`src/rtl/edgeq_pkg.sv`:
```
package edgeq_pkg;

  typedef enum logic [2:0] {
    EM_NONE    = 3'b000,
    EM_RISE    = 3'b001,
    EM_FALL    = 3'b010,
    EM_BOTH    = 3'b011,
    EM_LVL_HI  = 3'b100,
    EM_LVL_LO  = 3'b101
  } edge_mode_e;

  // Only pure edge modes are accepted.
  function automatic logic mode_ok(input logic [2:0] code);
    return (code == EM_RISE) || (code == EM_FALL) || (code == EM_BOTH);
  endfunction

  function automatic logic rise_hit(input logic snap, input logic cur,
                                    input logic en, input logic sel);
    return !snap && cur && en && sel;
  endfunction

  function automatic logic fall_hit(input logic snap, input logic cur,
                                    input logic en, input logic sel);
    return snap && !cur && en && sel;
  endfunction

endpackage

```
`src/rtl/edgeq_cfg.sv`:
```
module edgeq_cfg #(
  parameter int NUM_PINS = 64,
  parameter int BANK_W   = 32,
  localparam int NUM_BANKS = NUM_PINS / BANK_W,
  localparam int PIN_IW    = $clog2(NUM_PINS)
) (
  input  logic                 clk,
  input  logic                 rst_n,
  input  logic                 mode_we,
  input  logic [PIN_IW-1:0]    mode_pin,
  input  logic [2:0]           mode_code,
  input  logic                 en_we,
  input  logic                 en_val,
  input  logic [PIN_IW-1:0]    en_pin,
  output logic [NUM_PINS-1:0]  pin_en,
  output logic [NUM_PINS-1:0]  rise_sel,
  output logic [NUM_PINS-1:0]  fall_sel,
  output logic [NUM_BANKS-1:0] bank_en,
  output logic [NUM_BANKS-1:0] reload,
  output logic                 reject
);
  import edgeq_pkg::*;

  logic [NUM_PINS-1:0] en_q, rise_q, fall_q;
  logic                rej_q;
  int                  en_bank;

  always_comb en_bank = int'(en_pin) / BANK_W;

  always_ff @(posedge clk or negedge rst_n) begin
    if (!rst_n) begin
      en_q   <= '0;
      rise_q <= '0;
      fall_q <= '0;
      rej_q  <= 1'b0;
    end else begin
      rej_q <= mode_we && !mode_ok(mode_code);
      if (mode_we && mode_ok(mode_code)) begin
        rise_q[mode_pin] <= mode_code[0];
        fall_q[mode_pin] <= mode_code[1];
      end
      if (en_we) en_q[en_pin] <= en_val;
    end
  end

  for (genvar b = 0; b < NUM_BANKS; b++) begin : g_bank
    assign bank_en[b] = |en_q[b*BANK_W +: BANK_W];
    // Unmask into an idle bank triggers a snapshot reload.
    assign reload[b]  = en_we && en_val && (en_bank == b) && !bank_en[b];
  end

  assign pin_en   = en_q;
  assign rise_sel = rise_q;
  assign fall_sel = fall_q;
  assign reject   = rej_q;

endmodule

```
`src/rtl/edgeq_bank_mon.sv`:
```
module edgeq_bank_mon #(
  parameter int NUM_PINS = 64,
  parameter int BANK_W   = 32,
  localparam int NUM_BANKS = NUM_PINS / BANK_W
) (
  input  logic                 clk,
  input  logic                 rst_n,
  input  logic [NUM_PINS-1:0]  pins,
  input  logic                 clr_all,
  input  logic [NUM_BANKS-1:0] reload,
  input  logic [NUM_BANKS-1:0] bank_en,
  output logic [NUM_BANKS-1:0] pend
);
  logic [NUM_PINS-1:0]  prev_q;
  logic [NUM_BANKS-1:0] pend_q;
  logic [NUM_BANKS-1:0] chg;

  always_ff @(posedge clk or negedge rst_n) begin
    if (!rst_n) prev_q <= '0;
    else        prev_q <= pins;
  end

  for (genvar b = 0; b < NUM_BANKS; b++) begin : g_bank
    assign chg[b] = |(pins[b*BANK_W +: BANK_W] ^ prev_q[b*BANK_W +: BANK_W]);
    always_ff @(posedge clk or negedge rst_n) begin
      if (!rst_n)                     pend_q[b] <= 1'b0;
      else if (clr_all || reload[b])  pend_q[b] <= 1'b0;
      else if (bank_en[b] && chg[b])  pend_q[b] <= 1'b1;
    end
  end

  assign pend = pend_q;

endmodule

```
`src/rtl/edgeq_eval.sv`:
```
module edgeq_eval #(
  parameter int NUM_PINS = 64,
  parameter int BANK_W   = 32,
  localparam int NUM_BANKS = NUM_PINS / BANK_W
) (
  input  logic                 clk,
  input  logic                 rst_n,
  input  logic [NUM_PINS-1:0]  pins,
  input  logic                 sample,
  input  logic [NUM_BANKS-1:0] reload,
  input  logic [NUM_PINS-1:0]  pin_en,
  input  logic [NUM_PINS-1:0]  rise_sel,
  input  logic [NUM_PINS-1:0]  fall_sel,
  output logic [NUM_PINS-1:0]  events,
  output logic                 any_evt
);
  import edgeq_pkg::*;

  logic [NUM_PINS-1:0] snap_q;
  logic [NUM_PINS-1:0] rise_w, fall_w;
  logic [NUM_PINS-1:0] evt_q;
  logic                any_q;

  for (genvar i = 0; i < NUM_PINS; i++) begin : g_pin
    assign rise_w[i] = rise_hit(snap_q[i], pins[i], pin_en[i], rise_sel[i]);
    assign fall_w[i] = fall_hit(snap_q[i], pins[i], pin_en[i], fall_sel[i]);
  end

  for (genvar b = 0; b < NUM_BANKS; b++) begin : g_snap
    always_ff @(posedge clk or negedge rst_n) begin
      if (!rst_n)
        snap_q[b*BANK_W +: BANK_W] <= '0;
      else if (sample || reload[b])
        snap_q[b*BANK_W +: BANK_W] <= pins[b*BANK_W +: BANK_W];
    end
  end

  always_ff @(posedge clk or negedge rst_n) begin
    if (!rst_n) begin
      evt_q <= '0;
      any_q <= 1'b0;
    end else begin
      evt_q <= sample ? (rise_w | fall_w) : '0;
      any_q <= sample && ((|rise_w) || (|fall_w));
    end
  end

  assign events  = evt_q;
  assign any_evt = any_q;

endmodule

```
`src/rtl/pin_edge_qualifier.sv`:
```
module pin_edge_qualifier #(
  parameter int NUM_PINS = 64,
  parameter int BANK_W   = 32,
  localparam int NUM_BANKS = NUM_PINS / BANK_W,
  localparam int PIN_IW    = $clog2(NUM_PINS)
) (
  input  logic                 clk,
  input  logic                 rst_n,
  input  logic [NUM_PINS-1:0]  pins_i,
  input  logic                 sample_i,
  input  logic                 mode_we_i,
  input  logic [PIN_IW-1:0]    mode_pin_i,
  input  logic [2:0]           mode_code_i,
  input  logic                 en_we_i,
  input  logic                 en_val_i,
  input  logic [PIN_IW-1:0]    en_pin_i,
  output logic [NUM_PINS-1:0]  event_o,
  output logic                 any_event_o,
  output logic                 mode_reject_o,
  output logic [NUM_BANKS-1:0] bank_en_o,
  output logic [NUM_BANKS-1:0] bank_pend_o
);
  logic [NUM_PINS-1:0]  pin_en_w, rise_sel_w, fall_sel_w;
  logic [NUM_BANKS-1:0] bank_en_w, reload_w;

  edgeq_cfg #(.NUM_PINS(NUM_PINS), .BANK_W(BANK_W)) u_cfg (
    .clk(clk), .rst_n(rst_n),
    .mode_we(mode_we_i), .mode_pin(mode_pin_i), .mode_code(mode_code_i),
    .en_we(en_we_i), .en_val(en_val_i), .en_pin(en_pin_i),
    .pin_en(pin_en_w), .rise_sel(rise_sel_w), .fall_sel(fall_sel_w),
    .bank_en(bank_en_w), .reload(reload_w), .reject(mode_reject_o)
  );

  edgeq_bank_mon #(.NUM_PINS(NUM_PINS), .BANK_W(BANK_W)) u_mon (
    .clk(clk), .rst_n(rst_n), .pins(pins_i), .clr_all(sample_i),
    .reload(reload_w), .bank_en(bank_en_w), .pend(bank_pend_o)
  );

  edgeq_eval #(.NUM_PINS(NUM_PINS), .BANK_W(BANK_W)) u_eval (
    .clk(clk), .rst_n(rst_n), .pins(pins_i), .sample(sample_i),
    .reload(reload_w), .pin_en(pin_en_w), .rise_sel(rise_sel_w),
    .fall_sel(fall_sel_w), .events(event_o), .any_evt(any_event_o)
  );

  assign bank_en_o = bank_en_w;

endmodule

```
`config.mk`:
```
export PLATFORM = sky130hd
export DESIGN_NAME = pin_edge_qualifier
export DESIGN_NICKNAME = d
export VERILOG_FILES = /design/src/rtl/edgeq_pkg.sv /design/src/rtl/edgeq_cfg.sv /design/src/rtl/edgeq_bank_mon.sv /design/src/rtl/edgeq_eval.sv /design/src/rtl/pin_edge_qualifier.sv
export SDC_FILE = /design/constraint.sdc
export NUM_CORES = 1
export LEC_CHECK = 0
export ABC_CLOCK_PERIOD_IN_PS = 2300
export BUFFER_PORTS_ARGS = -buffer_cell sky130_fd_sc_hd__buf_2
export CORE_MARGIN = 2
export CORE_UTILIZATION = 25
export DETAILED_ROUTE_END_ITERATION = 8
export GPL_ROUTABILITY_DRIVEN = 0
export PLACE_DENSITY_LB_ADDON = 0.05
export SYNTH_ARGS = -nofsm -noshare
export SYNTH_HDL_FRONTEND = slang
export SYNTH_SLANG_ARGS = --single-unit
```
`constraint.sdc`:
```
create_clock -name clk -period 2.3 [get_ports clk]
set_clock_uncertainty 0.2 [all_clocks]
set_input_delay 0.345 -clock clk [delete_from_list [all_inputs] [get_ports clk]]
set_output_delay 0.345 -clock clk [all_outputs]
set_load 0.05 [all_outputs]
```
==> impl_metrics.py, run 1 <==
metrics = {
    "critical_path": {
        "worst-setup-path-type": "reg -> out",
        "critPathRequiredTime_ns": 1.75,
        "cpLargestDelayFamily": "simple AND/OR/NAND/NOR gates",
        "crit_cells": 7,
        "crit_slowest_cell": "dfrtp_1",
        "reg2reg_depth": 7,
        "timing.rr.start": "u_cfg.pin_en[18]$_DFFE_PN0P_",
        "r2r_setup_slack_ns": -0.14,
        "cp-end-kind": "primary output",
        "path_cells": "nor4_2, buf_4, nand4_1, nor2_2, buf_6, inv_2, buf_6",
        "worst_path_largest_cell_delay_ns": 0.39,
        "reg2reg_to": "u_eval.any_evt$_DFF_PN0_",
        "critPathBufInv": 4,
        "crit_fanout": 2,
        "path_common_cell": "buf_6",
        "cp-start-kind": "register",
        "arrival_ns": 1.97,
    },
    "logic_synthesis": {
        "syn_nets": 1382,
        "synth_top_cell_by_area": "dfrtp_1",
        "yosys-top-cells-area": "dfrtp_1 59%, mux2_2 17%, nand4b_1 6.1%",
        "syn_area_per_cell_sq_um": 12.71,
        "async_flop_share": 1.000,
        "syn_inst": 1297,
        "syn-cell-area_sq_mm": 0.01649,
        "synth.distinct_cells": 39,
        "synth_top_area_share": 0.5888,
        "synthFlopType": "dfrtp_1",
        "synthMostInstantiatedCell": "dfrtp_1",
        "synthTopCellsByCount": "388 x dfrtp_1, 256 x mux2_2, 133 x nand2_1",
        "synth_seq_cells": 388,
        "synth-edff-count": 0,
        "yosys_warnings": 0,
        "ys_seq_area_frac": 0.5888,
    },
    "floorplan": {
        "num_rows": 94,
        "dieWidth_um": 260.8,
        "initial_utilization": 0.2517,
        "die-area_sq_mm": 0.06803,
        "dieHeight_um": 260.8,
        "core_area_sq_mm": 0.06551,
        "ios": 155,
    },
    "power_and_ir_drop": {
        "p_comb_frac": 0.128,
        "p_leak_nw": 10.76,
        "power_mw": 17.57,
        "p_clk_frac": 0.432,
        "p_sw_mw": 4.505,
        "switching_share": 0.2564,
        "p_per_area_mw_per_mm2": 774.0,
        "internal-power_mw": 13.07,
        "power_frac_seq": 0.440,
        "max-vdd-ir-drop_mv": 0.4061,
    },
    "sta": {
        "tightest_slew_ns": 0.9811,
        "relSlewSlack": 0.3459,
        "rsz0062_at_grt": "yes",
        "finalMaxSlewViolations": 0,
        "timing.fmax_mhz": 397.1,
        "finalHoldViolCount": 0,
        "tns_ns": -2.179,
        "fin_crit_ns": 2.518,
        "setup_viol": 66,
        "finalCritPeriodShare": 1.095,
        "setup_ws_ns": -0.2181,
    },
    "detailed_routing": {
        "drtPass1Iterations": 4,
        "drc": 0,
        "drt_iter0_drc": 615,
        "vias": 11802,
        "routed_wl_mm": 62.12,
        "viasPerCell": 4.522,
        "antenna_left": 0,
        "wire_per_inst_um": 23.80,
    },
    "global_routing": {
        "globalRouteOverflowTotal": 0,
        "grt_first_pass_wirelength_mm": 89.84,
        "grt_usage": 0.1846,
        "grt_max_degree": 65,
        "grt_antenna_before_repair": 7,
        "grt_pass1_vias": 12555,
    },
    "clocking": {
        "path_clk_slew_ns": 0.06,
        "cts_sinks": 388,
        "htreeDepth": 2,
        "clockBufferDepth": 3,
        "clock_latency_ns": 0.58,
        "cts_made_buffers": 48,
        "cts_root_buf": "clkbuf_16",
        "cts_tree": "built",
    },
    "final_layout": {
        "final_nets": 1794,
        "area_delta_synth_final_pct": 37.66,
        "utilization": 0.3465,
        "drive_above_1_share": 0.4109,
        "nFillCells": 6553,
    },
    "status": {
        "outcome": "finished, violations left",
        "violations": "negative setup slack",
    },
    "hold_path": {
        "holdPathEnd": "u_eval.events[53]$_DFF_PN0_",
        "hold_class": "in -> reg",
        "hold_path_depth": 2,
        "min-delay-start": "sample_i",
    },
    "placement": {
        "pre_cts_ws_ns": -0.3612,
        "hpwl_mm": 43.77,
        "port_buffers": 154,
    },
    "run": {
        "maxCapViolCount": 0,
    },
}
-- final cells by class --
type | instances | area, sq um | area share
inverter | 4 | 15.01 | 0.0006614
antenna | 1 | 2.502 | 0.0001102
clock buffer | 73 | 1496 | 0.06592
clock inverter | 13 | 93.84 | 0.004134
sequential | 388 | 9716 | 0.4280
multi-input combinational | 856 | 6982 | 0.3076
timing repair buffer | 411 | 3314 | 0.1460
tap | 864 | 1081 | 0.04762
-- flip-flops by register name, indices dropped and copies added (netlist names) --
| name | count |
|---|---|
| u_eval.events | 64 |
| u_cfg.rise_sel | 64 |
| u_eval.snap_q | 64 |
| u_cfg.reject | 1 |
| u_cfg.fall_sel | 64 |
| u_mon.prev_q | 64 |
| u_eval.any_evt | 1 |
| u_cfg.pin_en | 64 |
| u_mon.pend | 2 |
-- how the worst max path moves through the flow --
stage,startpoint,end,slack (ns)
final,u_cfg.pin_en[56]$_DFFE_PN0P_,bank_en_o[1],-0.22
after global routing,u_cfg.pin_en[50]$_DFFE_PN0P_,bank_en_o[1],-0.32
after CTS,u_cfg.pin_en[9]$_DFFE_PN0P_,bank_en_o[0],-0.28
after detailed placement,u_cfg.pin_en[18]$_DFFE_PN0P_,u_eval.any_evt$_DFF_PN0_,-0.36
after global placement,u_cfg.pin_en[18]$_DFFE_PN0P_,u_eval.any_evt$_DFF_PN0_,-0.35
after floorplan,u_cfg.pin_en[50]$_DFFE_PN0P_,u_eval.snap_q[34]$_DFFE_PN0N_,0.25
-- kinds of logic (layout without fill, tap and decap cells) --
group                     count (synthesis)  count (layout)  share of synthesized area
AOI/OAI and AO/OA                        20              20                   0.008119
xor gates and xnor gates                 64              64                    0.03399
buffers and inverters                    53             501                    0.01366
DFF                                     388             388                     0.5888
muxes                                   256             256                     0.1748
other                                     0               1                          0
and+or+nand+nor                         516             516                     0.1807
-- per-stage QoR --
stage               std cells  cell area (sq um)  hold slack, ns
floorplan                1297              16490         -0.1506
global placement         2434              19620          0.1428
detailed placement       2434              19620          0.1385
CTS                      2607              22640         0.01432
global route             2609              22700         0.05470
finish                   2610              22700         0.07729
-- layout by cell type (no fill, tap or decap), types with 18 or more instances in the layout --
cell / synthesis / routed
clkbuf_8: 0 / 18
and2_1: 59 / 59
mux2_4: 0 / 64
buf_12: 0 / 19
xnor2_1: 64 / 64
nand2_1: 133 / 130
nand4b_1: 115 / 115
dfrtp_1: 388 / 383
mux2_2: 256 / 192
nand4_1: 24 / 24
buf_4: 6 / 154
nor2_1: 88 / 86
dlygate4sd3_1: 0 / 69
buf_2: 3 / 151
clkbuf_16: 0 / 51
-- layer usage --
metal | GRT usage | share of wire | up-vias
met4 | 0.05921 | 0.029 | 2
li1 | - | - | 5471
met3 | 0.02836 | 0.043 | 80
met1 | 0.2510 | 0.46 | 6030
met5 | 0 | 0.00021 | -
met2 | 0.3007 | 0.47 | 219
-- repair_timing --
item,CTS,global route
gates cloned,6,2
hold endpoints to repair,468,0
hold buffers,69,0
pin swaps,12,5
setup buffers,12,3
gates resized for setup,114,5
endpoints found under the setup margin,60,68
-- power groups by stage --
stage | sequential [mW] | combinational [mW] | clock, mW
3_3_place_gp | 7.81 | 1.92 | 0
6_report | 7.73 | 2.24 | 7.60
3_5_place_dp | 7.82 | 1.95 | 0
2_1_floorplan | 7.76 | 0.810 | 0
5_1_grt | 7.80 | 2.43 | 8.13
4_1_cts | 7.73 | 2.28 | 7.89
No activity file was read; power rests on OpenSTA's default activity.
==> inputs of run 2 (changes only) <==
--- a/config.mk
+++ b/config.mk
@@ -8,10 +8,11 @@
 export ABC_CLOCK_PERIOD_IN_PS = 2300
 export BUFFER_PORTS_ARGS = -buffer_cell sky130_fd_sc_hd__buf_2
 export CORE_MARGIN = 2
-export CORE_UTILIZATION = 25
+export CORE_UTILIZATION = 40
 export DETAILED_ROUTE_END_ITERATION = 8
 export GPL_ROUTABILITY_DRIVEN = 0
 export PLACE_DENSITY_LB_ADDON = 0.05
 export SYNTH_ARGS = -nofsm -noshare
 export SYNTH_HDL_FRONTEND = slang
 export SYNTH_SLANG_ARGS = --single-unit
+export TNS_END_PERCENT = 30
==> impl_metrics.py, run 2 (synthesized netlist as in run 1, its figures left out) <==
metrics = {
    "final_layout": {
        "area_delta_synth_final_pct": 31.62,
        "diodes": 0,
        "regArea_sq_mm": 0.009716,
        "final_nets": 1756,
        "multi_input_area_sq_mm": 0.006892,
        "drive_above_1_share": 0.4020,
        "layout_common_cells": "383 x dfrtp_1, 223 x mux2_2, 150 x buf_2, 133 x buf_4, 123 x nand2_1",
        "nFillCells": 3631,
        "layout_commonest_cell": "dfrtp_1",
    },
    "placement": {
        "port_buffers": 154,
        "hpwl_mm": 36.79,
    },
    "global_routing": {
        "grt_usage": 0.2442,
        "grt_antenna_before_repair": 1,
        "grt_max_degree": 70,
        "grt_first_pass_wirelength_mm": 78.61,
        "globalRouteOverflowTotal": 0,
        "grt_pass1_vias": 12146,
    },
    "status": {
        "violations": "negative setup slack",
        "outcome": "finished, violations left",
    },
    "detailed_routing": {
        "drc": 0,
        "antenna_left": 0,
        "drtPass1Iterations": 5,
        "wire_per_inst_um": 23.27,
        "routed_wl_mm": 52.04,
        "vias": 11804,
        "drt_iter0_drc": 797,
        "viasPerCell": 5.279,
    },
    "power_and_ir_drop": {
        "p_per_area_mw_per_mm2": 786.9,
        "power_mw": 17.08,
        "p_leak_nw": 10.34,
        "max-vdd-ir-drop_mv": 0.6261,
    },
    "critical_path": {
        "arrival_ns": 1.97,
        "critPathRequiredTime_ns": 1.75,
        "worst-setup-path-type": "reg -> out",
        "cp-end-kind": "primary output",
        "cp-start-kind": "register",
        "crit_fanout": 4,
    },
    "clocking": {
        "cts_sinks": 388,
        "clockBufferDepth": 3,
        "cts_root_buf": "clkbuf_16",
        "cts_made_buffers": 44,
        "cts_tree": "built",
        "htreeDepth": 2,
        "clock_latency_ns": 0.58,
        "path_clk_slew_ns": 0.06,
    },
    "sta": {
        "tightest_slew_ns": 0.8625,
        "tns_ns": -4.952,
        "setup_viol": 61,
        "relSlewSlack": 0.4250,
        "finalCritPeriodShare": 1.092,
        "fin_crit_ns": 2.511,
        "setup_ws_ns": -0.2115,
        "finalMaxSlewViolations": 0,
        "finalHoldViolCount": 0,
        "timing.fmax_mhz": 398.2,
        "whs_ns": 0.02380,
        "rsz0062_at_grt": "yes",
    },
    "floorplan": {
        "core_area_sq_mm": 0.04074,
        "dieHeight_um": 207.0,
        "num_rows": 74,
        "dieWidth_um": 207.0,
        "die-area_sq_mm": 0.04287,
        "initial_utilization": 0.4048,
        "ios": 155,
    },
    "hold_path": {
        "hold_class": "in -> reg",
    },
    "run": {
        "maxCapViolCount": 0,
    },
}
==> run 2: changes by cell type in the layout (fill, tap and decap cells not counted), sizes merged <==
| cell | previous run | this run |
|---|---|---|
| buf | 340 | 308 |
| clkbuf | 75 | 67 |
| clkinv | 12 | 6 |
| bufinv | 1 | 4 |
| inv | 4 | 6 |
| diode | 1 | 0 |
==> run 2: per-stage QoR <==
step / util / cells / setup slack (ns) / cell area (sq um)
after floorplan: - / 1297 / 0.2475 / 16490
after global placement: 0.4653 / 2076 / -0.4516 / 18960
after detailed placement: 0.4653 / 2076 / -0.4406 / 18960
after CTS: 0.5295 / 2237 / -0.2503 / 21570
after global routing: 0.5328 / 2236 / -0.2852 / 21700
final: 0.5328 / 2236 / -0.2115 / 21700
==> run 2: final cells by class <==
class                           instances  area share
Inverter                                4   0.0006918
Multi-Input combinational cell        856      0.3175
Tap cell                              532     0.03067
Timing Repair Buffer                  377      0.1336
Clock inverter                         12    0.007725
Clock buffer                           67     0.06214
Sequential cell                       388      0.4476
==> run 2: timing repair <==
action,in CTS,in global routing
gates cloned,4,0
setup buffers,13,2
gates resized for setup,56,43
hold endpoints to repair,515,0
pin swaps,16,4
endpoints found under the setup margin,67,67
hold buffers,69,0
==> run 2: critical path: stages (launching register included) <==
cell,delay (ns)
dfrtp_2,0.44
nor4_2,0.31
nand4_1,0.16
nor2_2,0.15
buf_4,0.15
inv_2,0.04
buf_6,0.14
==> run 2: power by group <==
group / internal, mW / switching [mW] / total, mW
clock: 4.48 / 2.85 / 7.33
combinational: 1.04 / 1.00 / 2.04
sequential: 7.34 / 0.368 / 7.71
total: 12.9 / 4.22 / 17.1
==> run 2: path summary, 6_finish.rpt <==
kind | start | to | slack, ns | cells past startpoint
max | u_cfg.pin_en[53]$_DFFE_PN0P_ | bank_en_o[1] | -0.21 | 6
max in group asynchronous | rst_n | u_cfg.fall_sel[10]$_DFFE_PN0P_ | 1.00 | 3
min | pins_i[58] | u_eval.events[58]$_DFF_PN0_ | 0.02 | 3
min in group asynchronous | rst_n | u_eval.snap_q[59]$_DFFE_PN0N_ | 0.12 | 2
min reg2reg | u_cfg.rise_sel[22]$_DFFE_PN0P_ | u_cfg.rise_sel[22]$_DFFE_PN0P_ | 0.31 | 1
max reg2reg | u_cfg.pin_en[58]$_DFFE_PN0P_ | u_eval.any_evt$_DFF_PN0_ | -0.11 | 6
==> run 2: per-layer routing <==
metal | global-route usage | wire [um] | share of wire | vias to the layer above
li1 | - | - | - | 5392
met1 | 0.3398 | 23840 | 0.46 | 6103
met2 | 0.3915 | 24730 | 0.48 | 253
met3 | 0.03836 | 2090 | 0.040 | 56
met4 | 0.08079 | 1388 | 0.027 | 0
met5 | 0 | 0 | 0 | -
==> inputs of run 3 (changes only) <==
--- a/config.mk
+++ b/config.mk
@@ -8,7 +8,7 @@
 export ABC_CLOCK_PERIOD_IN_PS = 2300
 export BUFFER_PORTS_ARGS = -buffer_cell sky130_fd_sc_hd__buf_2
 export CORE_MARGIN = 2
-export CORE_UTILIZATION = 40
+export CORE_UTILIZATION = 51
 export DETAILED_ROUTE_END_ITERATION = 8
 export GPL_ROUTABILITY_DRIVEN = 0
 export PLACE_DENSITY_LB_ADDON = 0.05
==> impl_metrics.py, run 3 (synthesized netlist as in run 1, its figures left out) <==
metrics = {
    "sta": {
        "setup_ws_ns": -0.2245,
        "finalHoldViolCount": 0,
        "rsz0062_at_grt": "yes",
        "fin_crit_ns": 2.525,
        "timing.fmax_mhz": 396.1,
        "finalCritPeriodShare": 1.098,
        "finalMaxSlewViolations": 0,
        "relSlewSlack": 0.4294,
        "setup_viol": 35,
        "tightest_slew_ns": 0.8559,
    },
    "final_layout": {
        "regArea_sq_mm": 0.009716,
        "multi_input_area_sq_mm": 0.006900,
        "fin_cells": 2091,
        "final_nets": 1740,
        "drive_above_1_share": 0.3957,
        "area_delta_synth_final_pct": 29.50,
        "nFillCells": 2410,
        "utilization": 0.6733,
        "layout_commonest_cell": "dfrtp_1",
        "layout_common_cells": "383 x dfrtp_1, 226 x mux2_2, 151 x buf_2, 126 x nand2_1, 123 x buf_4",
    },
    "critical_path": {
        "reg2reg_to": "u_eval.snap_q[41]$_DFFE_PN0N_",
        "crit_fanout": 4,
        "critPathRequiredTime_ns": 1.75,
        "cp-end-kind": "primary output",
        "arrival_ns": 1.98,
        "cp-start-kind": "register",
        "crit_slowest_cell": "dfrtp_1",
        "worst_path_largest_cell_delay_ns": 0.47,
        "reg2reg_depth": 7,
        "path_common_cell": "buf_6",
        "r2r_setup_slack_ns": -0.12,
        "timing.rr.start": "u_cfg.pin_en[45]$_DFFE_PN0P_",
        "path_cells": "nor4_1, nand4_1, nor2_2, buf_6, inv_2, buf_6",
        "worst-setup-path-type": "reg -> out",
    },
    "detailed_routing": {
        "routed_wl_mm": 48.92,
        "vias": 11846,
        "drc": 0,
        "drtPass1Iterations": 5,
        "viasPerCell": 5.665,
        "wire_per_inst_um": 23.40,
        "drt_iter0_drc": 848,
        "antenna_left": 0,
    },
    "placement": {
        "port_buffers": 154,
        "pre_cts_ws_ns": -0.2075,
        "hpwl_mm": 33.84,
        "place_inst": 1933,
    },
    "hold_path": {
        "holdPathEnd": "u_eval.events[11]$_DFF_PN0_",
        "hold_class": "in -> reg",
        "min-delay-start": "sample_i",
        "hold_path_depth": 2,
    },
    "global_routing": {
        "globalRouteOverflowTotal": 0,
        "grt_first_pass_wirelength_mm": 72.85,
        "grt_pass1_vias": 12040,
        "grt_usage": 0.2909,
        "grt_max_degree": 77,
        "grt_antenna_before_repair": 3,
    },
    "status": {
        "violations": "negative setup slack",
        "outcome": "finished, violations left",
    },
    "power_and_ir_drop": {
        "max-vdd-ir-drop_mv": 0.4988,
        "p_per_area_mw_per_mm2": 784.6,
        "p_leak_nw": 10.23,
        "power_mw": 16.76,
    },
    "clocking": {
        "cts_tree": "built",
        "clock_latency_ns": 0.53,
        "path_clk_slew_ns": 0.06,
        "clockBufferDepth": 3,
        "cts_root_buf": "clkbuf_16",
        "cts_sinks": 388,
        "cts_made_buffers": 42,
        "htreeDepth": 2,
    },
    "floorplan": {
        "dieWidth_um": 183.8,
        "core_area_sq_mm": 0.03172,
        "num_rows": 65,
        "die-area_sq_mm": 0.03379,
        "dieHeight_um": 183.8,
        "ios": 155,
        "initial_utilization": 0.5199,
    },
    "run": {
        "maxCapViolCount": 0,
    },
}
run 3: cell types whose count changed in the layout (fill, tap and decap cells not counted), sizes merged:
cell / previous run / this run
diode: 0 / 1
buf: 308 / 294
bufinv: 4 / 2
inv: 6 / 4
clkinv: 6 / 4
clkinvlp: 0 / 1
clkbuf: 67 / 72
dlygate4sd3: 69 / 67
run 3: layout make-up:
cell class	instances	area share
multi-input cells	856	0.3231
diodes	1	0.0001172
well taps	402	0.02355
inverters	4	0.0008202
clock inverters	7	0.004101
flip-flops and latches	388	0.4549
clock buffers	70	0.06462
repair buffers	363	0.1287
run 3: worst max path at each step:
stage | from | to | slack [ns] | cells after the start
global route | u_cfg.pin_en[50]$_DFFE_PN0P_ | bank_en_o[1] | -0.27 | 7
global placement | u_cfg.pin_en[3]$_DFFE_PN0P_ | u_eval.any_evt$_DFF_PN0_ | -0.18 | 7
CTS | u_cfg.pin_en[56]$_DFFE_PN0P_ | bank_en_o[1] | -0.19 | 7
floorplan | u_cfg.pin_en[50]$_DFFE_PN0P_ | u_eval.snap_q[34]$_DFFE_PN0N_ | 0.25 | 7
detailed placement | pins_i[18] | u_eval.any_evt$_DFF_PN0_ | -0.21 | 7
finish | u_cfg.pin_en[45]$_DFFE_PN0P_ | bank_en_o[1] | -0.22 | 6
run 3: critical path, delay by kind of cell (launching register included):
kind	cells	cell delay (ns)
flip-flops	1	0.47
AND/OR/NAND/NOR	3	0.68
buffers and inverters	3	0.30
run 3: stage by stage:
stage               cell area (sq um)  TNS [ns]  hold slack [ns]
global route                    21350    -5.519          0.02070
finish                          21360    -3.538          0.03349
floorplan                       16490         0          -0.1506
global placement                18670   -0.8564          0.08702
CTS                             21020   -0.4591          0.01811
detailed placement              18670    -1.698          0.08358
run 3: report_power, final:
part           total, mW  internal (mW)  leakage [nW]  switching (mW)
registers           7.74           7.34          5.03           0.400
clock network       7.03           4.30         0.724            2.72
logic               1.99           1.02          4.48           0.973
total               16.8           12.7          10.2            4.10
run 3: what timing repair did:
action                                 in CTS  in global routing
cloned                                      1                  2
pin swaps                                  17                 11
hold buffers                               67                  0
setup endpoints to repair                  35                 68
endpoints found under the hold margin     467                  0
buffers inserted                            7                  4
gates resized for setup                    30                 60
run 3: metal layers:
layer  up-vias  wire length (um)  global-route usage
met3        91              3416             0.06240
met2       383             21270              0.4318
li1       5371                 -                   -
met4         6              1513             0.09600
met1      5995             22680              0.4268
met5         -                41                   0
